--- src/rtl/imr_pkg.sv ---
package imr_pkg;
   localparam int unsigned NCH    = 2;
   localparam int unsigned NREG   = 3;
   localparam int unsigned REG_MODE = 2;
   // byte offsets: legacy ch0, legacy ch1, shared mode byte
   localparam int unsigned REG_OFS [NREG] = '{32'h50, 32'h57, 32'h71};
   // bits held as plain storage (pending positions excluded)
   localparam logic [7:0]  REG_KEEP [NREG] = '{8'hFB, 8'hEF, 8'hF3};
   // legacy pending bit position per channel
   localparam int unsigned LEG_BIT [NCH] = '{2, 4};
   localparam int unsigned MODE_PEND_LSB = 2;
   localparam int unsigned MODE_BLK_LSB  = 4;
endpackage

--- src/rtl/imr_sel.sv ---
module imr_sel #(
   parameter int unsigned AW   = 6,
   parameter int unsigned WORD = 0
) (
   input  logic [AW-1:0] waddr,
   input  logic [AW-1:0] raddr,
   input  logic          wr,
   input  logic          lane_be,
   output logic          whit,
   output logic          rhit
);
   localparam logic [AW-1:0] WORD_V = AW'(WORD);

   assign whit = wr && lane_be && (waddr == WORD_V);
   assign rhit = (raddr == WORD_V);
endmodule

--- src/rtl/imr_store.sv ---
module imr_store #(
   parameter logic [7:0] KEEP = 8'hFF
) (
   input  logic       clk,
   input  logic       rst_n,
   input  logic       we,
   input  logic [7:0] wbyte,
   output logic [7:0] q
);
   always_ff @(posedge clk) begin
      if (!rst_n)  q <= '0;
      else if (we) q <= wbyte & KEEP;
   end

   p_store_hold_r8: assert property (@(posedge clk) disable iff (!rst_n)
      !we |=> $stable(q));
endmodule

--- src/rtl/imr_chan.sv ---
module imr_chan (
   input  logic clk,
   input  logic rst_n,
   input  logic req,
   input  logic leg_wr,
   input  logic leg_clr,
   input  logic mode_wr,
   input  logic mode_clr,
   input  logic sync_leg,
   output logic leg_q,
   output logic mode_q
);
   logic req_q;
   logic leg_c, mode_c;
   logic leg_n, mode_n;

   always_comb begin
      leg_c  = leg_q  & ~(leg_wr  & leg_clr);
      mode_c = mode_q & ~(mode_wr & mode_clr);
      leg_n  = leg_q;
      mode_n = mode_q;
      if (sync_leg && mode_wr) begin
         leg_n  = leg_c & mode_c;
         mode_n = leg_c & mode_c;
      end else if (sync_leg) begin
         leg_n  = leg_c;
         mode_n = leg_c;
      end else if (mode_wr) begin
         leg_n  = mode_c;
         mode_n = mode_c;
      end
      if (req != req_q) begin
         leg_n  = req;
         mode_n = req;
      end
   end

   always_ff @(posedge clk) begin
      if (!rst_n) begin
         req_q  <= 1'b0;
         leg_q  <= 1'b0;
         mode_q <= 1'b0;
      end else begin
         req_q  <= req;
         leg_q  <= leg_n;
         mode_q <= mode_n;
      end
   end

   p_copies_agree_r5: assert property (@(posedge clk) disable iff (!rst_n)
      leg_q == mode_q);
   p_req_rise_r2: assert property (@(posedge clk) disable iff (!rst_n)
      (req && !req_q) |=> (leg_q && mode_q));
   p_req_fall_r3: assert property (@(posedge clk) disable iff (!rst_n)
      (!req && req_q) |=> (!leg_q && !mode_q));
   p_no_host_set_r6: assert property (@(posedge clk) disable iff (!rst_n)
      (!mode_q && req == req_q) |=> !mode_q);
   p_leg_w1c_r4: assert property (@(posedge clk) disable iff (!rst_n)
      (leg_wr && leg_clr && req == req_q) |=> (!mode_q && !leg_q));
endmodule

--- src/rtl/imr_mirror.sv ---
module imr_mirror #(
   parameter int unsigned ADDR_W = 8,
   parameter int unsigned DATA_W = 32
) (
   input  logic                  clk,
   input  logic                  rst_n,
   input  logic                  cfg_wr,
   input  logic [ADDR_W-1:0]     cfg_waddr,
   input  logic [DATA_W-1:0]     cfg_wdata,
   input  logic [DATA_W/8-1:0]   cfg_wbe,
   input  logic [ADDR_W-1:0]     cfg_raddr,
   output logic [DATA_W-1:0]     cfg_rdata,
   input  logic [1:0]            ch_req,
   output logic                  host_irq
);
   import imr_pkg::*;

   localparam int unsigned LANES  = DATA_W / 8;
   localparam int unsigned LANE_W = (LANES > 1) ? $clog2(LANES) : 1;
   localparam int unsigned WAW    = ADDR_W - LANE_W;

   if (DATA_W < 16 || (DATA_W % 8) != 0 || (LANES & (LANES - 1)) != 0) begin : g_bad_width
      $error("imr_mirror: DATA_W must be a power-of-two byte count of at least 16 bits");
   end
   if (ADDR_W < 8) begin : g_bad_addr
      $error("imr_mirror: ADDR_W must reach offset 0x71");
   end

   logic [NREG-1:0] whit, rhit;
   logic [7:0]      wbyte [NREG];
   logic [7:0]      sq    [NREG];
   logic [7:0]      rbyte [NREG];
   logic [NCH-1:0]  leg_p, mode_p, blk;
   logic            unused_bits;

   assign unused_bits = ^{cfg_wdata, cfg_wbe, cfg_waddr[LANE_W-1:0], cfg_raddr[LANE_W-1:0]};

   for (genvar g = 0; g < NREG; g++) begin : g_reg
      localparam int unsigned LANE = REG_OFS[g] % LANES;
      localparam int unsigned WORD = REG_OFS[g] / LANES;

      imr_sel #(.AW(WAW), .WORD(WORD)) u_sel (
         .waddr   (cfg_waddr[ADDR_W-1:LANE_W]),
         .raddr   (cfg_raddr[ADDR_W-1:LANE_W]),
         .wr      (cfg_wr),
         .lane_be (cfg_wbe[LANE]),
         .whit    (whit[g]),
         .rhit    (rhit[g])
      );

      assign wbyte[g] = cfg_wdata[LANE*8 +: 8];

      imr_store #(.KEEP(REG_KEEP[g])) u_store (
         .clk   (clk),
         .rst_n (rst_n),
         .we    (whit[g]),
         .wbyte (wbyte[g]),
         .q     (sq[g])
      );
   end

   for (genvar c = 0; c < NCH; c++) begin : g_ch
      imr_chan u_chan (
         .clk      (clk),
         .rst_n    (rst_n),
         .req      (ch_req[c]),
         .leg_wr   (whit[c]),
         .leg_clr  (wbyte[c][LEG_BIT[c]]),
         .mode_wr  (whit[REG_MODE]),
         .mode_clr (wbyte[REG_MODE][MODE_PEND_LSB+c]),
         .sync_leg (|whit[NCH-1:0]),
         .leg_q    (leg_p[c]),
         .mode_q   (mode_p[c])
      );
      assign blk[c] = sq[REG_MODE][MODE_BLK_LSB+c];
   end

   always_comb begin
      for (int g = 0; g < NREG; g++) rbyte[g] = sq[g];
      for (int c = 0; c < NCH; c++) begin
         rbyte[c][LEG_BIT[c]]                  = leg_p[c];
         rbyte[REG_MODE][MODE_PEND_LSB + c]    = mode_p[c];
      end
   end

   always_comb begin
      cfg_rdata = '0;
      for (int g = 0; g < NREG; g++) begin
         if (rhit[g])
            cfg_rdata = cfg_rdata | (DATA_W'(rbyte[g]) << ((REG_OFS[g] % LANES) * 8));
      end
   end

   assign host_irq = |(mode_p & ~blk);

   p_irq_needs_pend_r7: assert property (@(posedge clk) disable iff (!rst_n)
      host_irq |-> (|mode_p));
   p_blocked_quiet_r7: assert property (@(posedge clk) disable iff (!rst_n)
      (&blk) |-> !host_irq);
endmodule

--- config.mk ---
export PLATFORM = sky130hd
export DESIGN_NAME = imr_mirror
export DESIGN_NICKNAME = d
export VERILOG_FILES = /design/src/rtl/imr_pkg.sv /design/src/rtl/imr_sel.sv /design/src/rtl/imr_store.sv /design/src/rtl/imr_chan.sv /design/src/rtl/imr_mirror.sv
export SDC_FILE = /design/constraint.sdc
export NUM_CORES = 1
export LEC_CHECK = 0
export CAP_MARGIN = 25
export CORE_ASPECT_RATIO = 0.5
export CORE_MARGIN = 2
export CORE_UTILIZATION = 50
export DETAILED_ROUTE_END_ITERATION = 10
export DONT_BUFFER_PORTS = 1
export PLACE_DENSITY = 0.7
export SYNTH_ARGS = -nofsm -noshare
export SYNTH_HDL_FRONTEND = slang
export SYNTH_HIERARCHICAL = 1
export SYNTH_SLANG_ARGS = --single-unit
export TNS_END_PERCENT = 20
--- constraint.sdc ---
create_clock -name clk -period 2.8 [get_ports clk]
set_input_delay 0.28 -clock clk [delete_from_list [all_inputs] [get_ports clk]]
set_output_delay 0.28 -clock clk [all_outputs]
set_load 0.02 [all_outputs]
==> impl_metrics.csv <==
group,metric,value,unit
floorplan,start_util,51.48,%
power_and_ir_drop,leakagePower,0.4434,nW
clocking,clkLatencyLatePin,0.26,ns
sta,finalHoldViolCount,0,
sta,rsz0062_at_grt,"false",
floorplan,die_area,3062,sq um
route,wl_met3,200,um
floorplan,ios,90,
clocking,postCtsSetupBuffers,0,
route,drt_pass1_iterations,3,
place,place_hpwl,1.767,mm
global_routing,grt_pass1_wl,3.519,mm
route,drt-total-wl,2.337,mm
global_routing,track_usage,15.15,%
sta,skew,0.0002475,ns
clocking,clk_pin_slew_worst_paths,0.08,ns
finish,diodes,0,
place,dp_cells,169,
route,viasPerCell,5.058,
power_and_ir_drop,seq_power_share,51.3,%
setup_path,criticalPathCategory,"primary input to output port",
sta,setup_tns,0,ns
clocking,h-tree-depth,1,
route,wl_per_cell,13.51,um
setup_path,end_kind,"output port",
route,drcViolationCount,0,
route,drtIter0Drc,17,
route,highest-signal-layer,"met3",
power_and_ir_drop,p_per_area,497.8,nW/um^2
clocking,postCtsHoldBufs,0,
place,dp_slack,1.181,ns
clocking,cts_tree,"built",
setup_path,ff2ff_path_depth,3,
place,gp_congestion,0.7504,
sta,whs,0.1386,ns
setup_path,ff2ff_setup_slack,2.06,ns
place,dpl_cell_area,1292,sq um
clocking,post_cts_resized,0,
clocking,cts_root_buffer,"clkbuf_8",
global_routing,antenna_found_initial,0,
setup_path,rr_startpoint,"g_ch[1].u_chan/req_q",
global_routing,grt_pass1_vias,771,
job,maxCapViolCount,0,
floorplan,fp.dieH,40.14,um
finish,design_area,1364,sq um
sta,setup_viol,0,
route,met1_length,1.053,mm
setup_path,worst_ep_arrival_time,1.30,ns
global_routing,grt_remaining_overflow,0,
setup_path,cp-start-kind,"primary input",
clocking,cts_buffer_depth,2,
sta,max_freq,0.6320,GHz
clocking,cts_made_buffers,3,
synth,synth_cells,135,
synth,syn-cell-area,1306,sq um
floorplan,fp-row-count,13,
setup_path,crit_required,2.52,ns
sta,max-slew-margin-rel,56.42,%
route,wl_met2,1.084,mm
floorplan,core-area,2537,sq um
finish,area_growth,4.406,%
place,port_buffers,0,
power_and_ir_drop,ir_drop,301.3,uV
sta,period_minus_slack,1.582,ns
setup_path,r2r_end,"g_ch[1].u_chan/mode_q",
synth,synth-warning-count,6,
min_path,hold_class,"primary input to flop",
setup_path,cp_max_fo,8,
floorplan,die_w,76.29,um
power_and_ir_drop,p_switching,0.1282,mW
route,final_antenna_net_count,0,
setup_path,cp-startpoint,"cfg_raddr[7]",
finish,drive_gt1_share,8.824,%
global_routing,grt_max_degree,25,
clocking,cts_sinks,24,
finish,fin_util,53.75,%
run_status,status,"finished, final reports clean",
power_and_ir_drop,clkPwrFrac,43.8,%
sta,worst_pin_slew,0.6486,ns
sta,drv_slew,0,
finish,final_cells,173,
route,vias,875,
power_and_ir_drop,power.total,0.6789,mW
power_and_ir_drop,internal_power,0.5507,mW
power_and_ir_drop,p_sw_share,18.88,%
sta,fin_ws,1.218,ns
power_and_ir_drop,combPwrFrac,4.9,%
setup_path,endpoint,"cfg_rdata[2]",
sta,fin_crit_sh,56.51,%
finish,fin_nets,194,
synth,avgSynthCellArea,9.676,sq um
==> cell usage in the layout, fill, tap and decap left out, drive strengths merged, types with 4 or more instances in the layout <==
cell / instances
inv: 4
dfxtp: 24
and2: 26
conb: 8
mux2i: 20
nor2b: 20
nand2: 4
==> state kept, by name, summed over array words and instances, names as in the netlist <==
name / cells
g_ch.u_chan/req_q: 2
g_ch.u_chan/mode_q: 2
g.u_store/q: 20
==> how the worst min path moves through the flow <==
| stage | slack (ns) | cells past startpoint | end | startpoint |
|---|---|---|---|---|
| after floorplan | 0.40 | 1 | g_ch[0].u_chan/req_q | ch_req[0] |
| after global placement | 0.40 | 1 | g_ch[1].u_chan/req_q | ch_req[1] |
| after detailed placement | 0.41 | 1 | g_ch[1].u_chan/req_q | ch_req[1] |
| after CTS | 0.13 | 1 | g_reg[0].u_store/q[7] | rst_n |
| after global routing | 0.12 | 1 | g_ch[1].u_chan/req_q | ch_req[1] |
| final | 0.14 | 1 | g_ch[0].u_chan/req_q | ch_req[0] |
==> critical path, stage by stage <==
cell       delay (ns)
nand4bb_1        0.16
nor3_1           0.51
and2_1           0.35
==> area by class of cell <==
type                            instances  area (sq um)
Fill cell                             258          1174
Multi-Input combinational cell        101         728.2
Sequential cell                        24         480.5
Tap cell                               37         46.29
Clock buffer                            3         41.29
Clock inverter                          1         30.03
Timing Repair Buffer                    3         22.52
Inverter                                4         15.01
==> power by group through the flow <==
| stage | clock network [mW] | registers [mW] | logic (mW) |
|---|---|---|---|
| 2_1_floorplan | 0 | 0.355 | 0.0430 |
| 3_3_place_gp | 0 | 0.357 | 0.0327 |
| 5_1_grt | 0.325 | 0.350 | 0.0358 |
| 3_5_place_dp | 0 | 0.357 | 0.0331 |
| 6_report | 0.297 | 0.348 | 0.0333 |
| 4_1_cts | 0.309 | 0.349 | 0.0333 |
==> routing by layer <==
| layer | track usage, % | vias to the layer above |
|---|---|---|
| met1 | 17.58 | 396 |
| li1 | - | 436 |
| met3 | 5.180 | 0 |
| met2 | 28.10 | 43 |
| met5 | 0 | - |
| met4 | 4.545 | 0 |
Note: power is estimated with default switching activity, not from simulation.
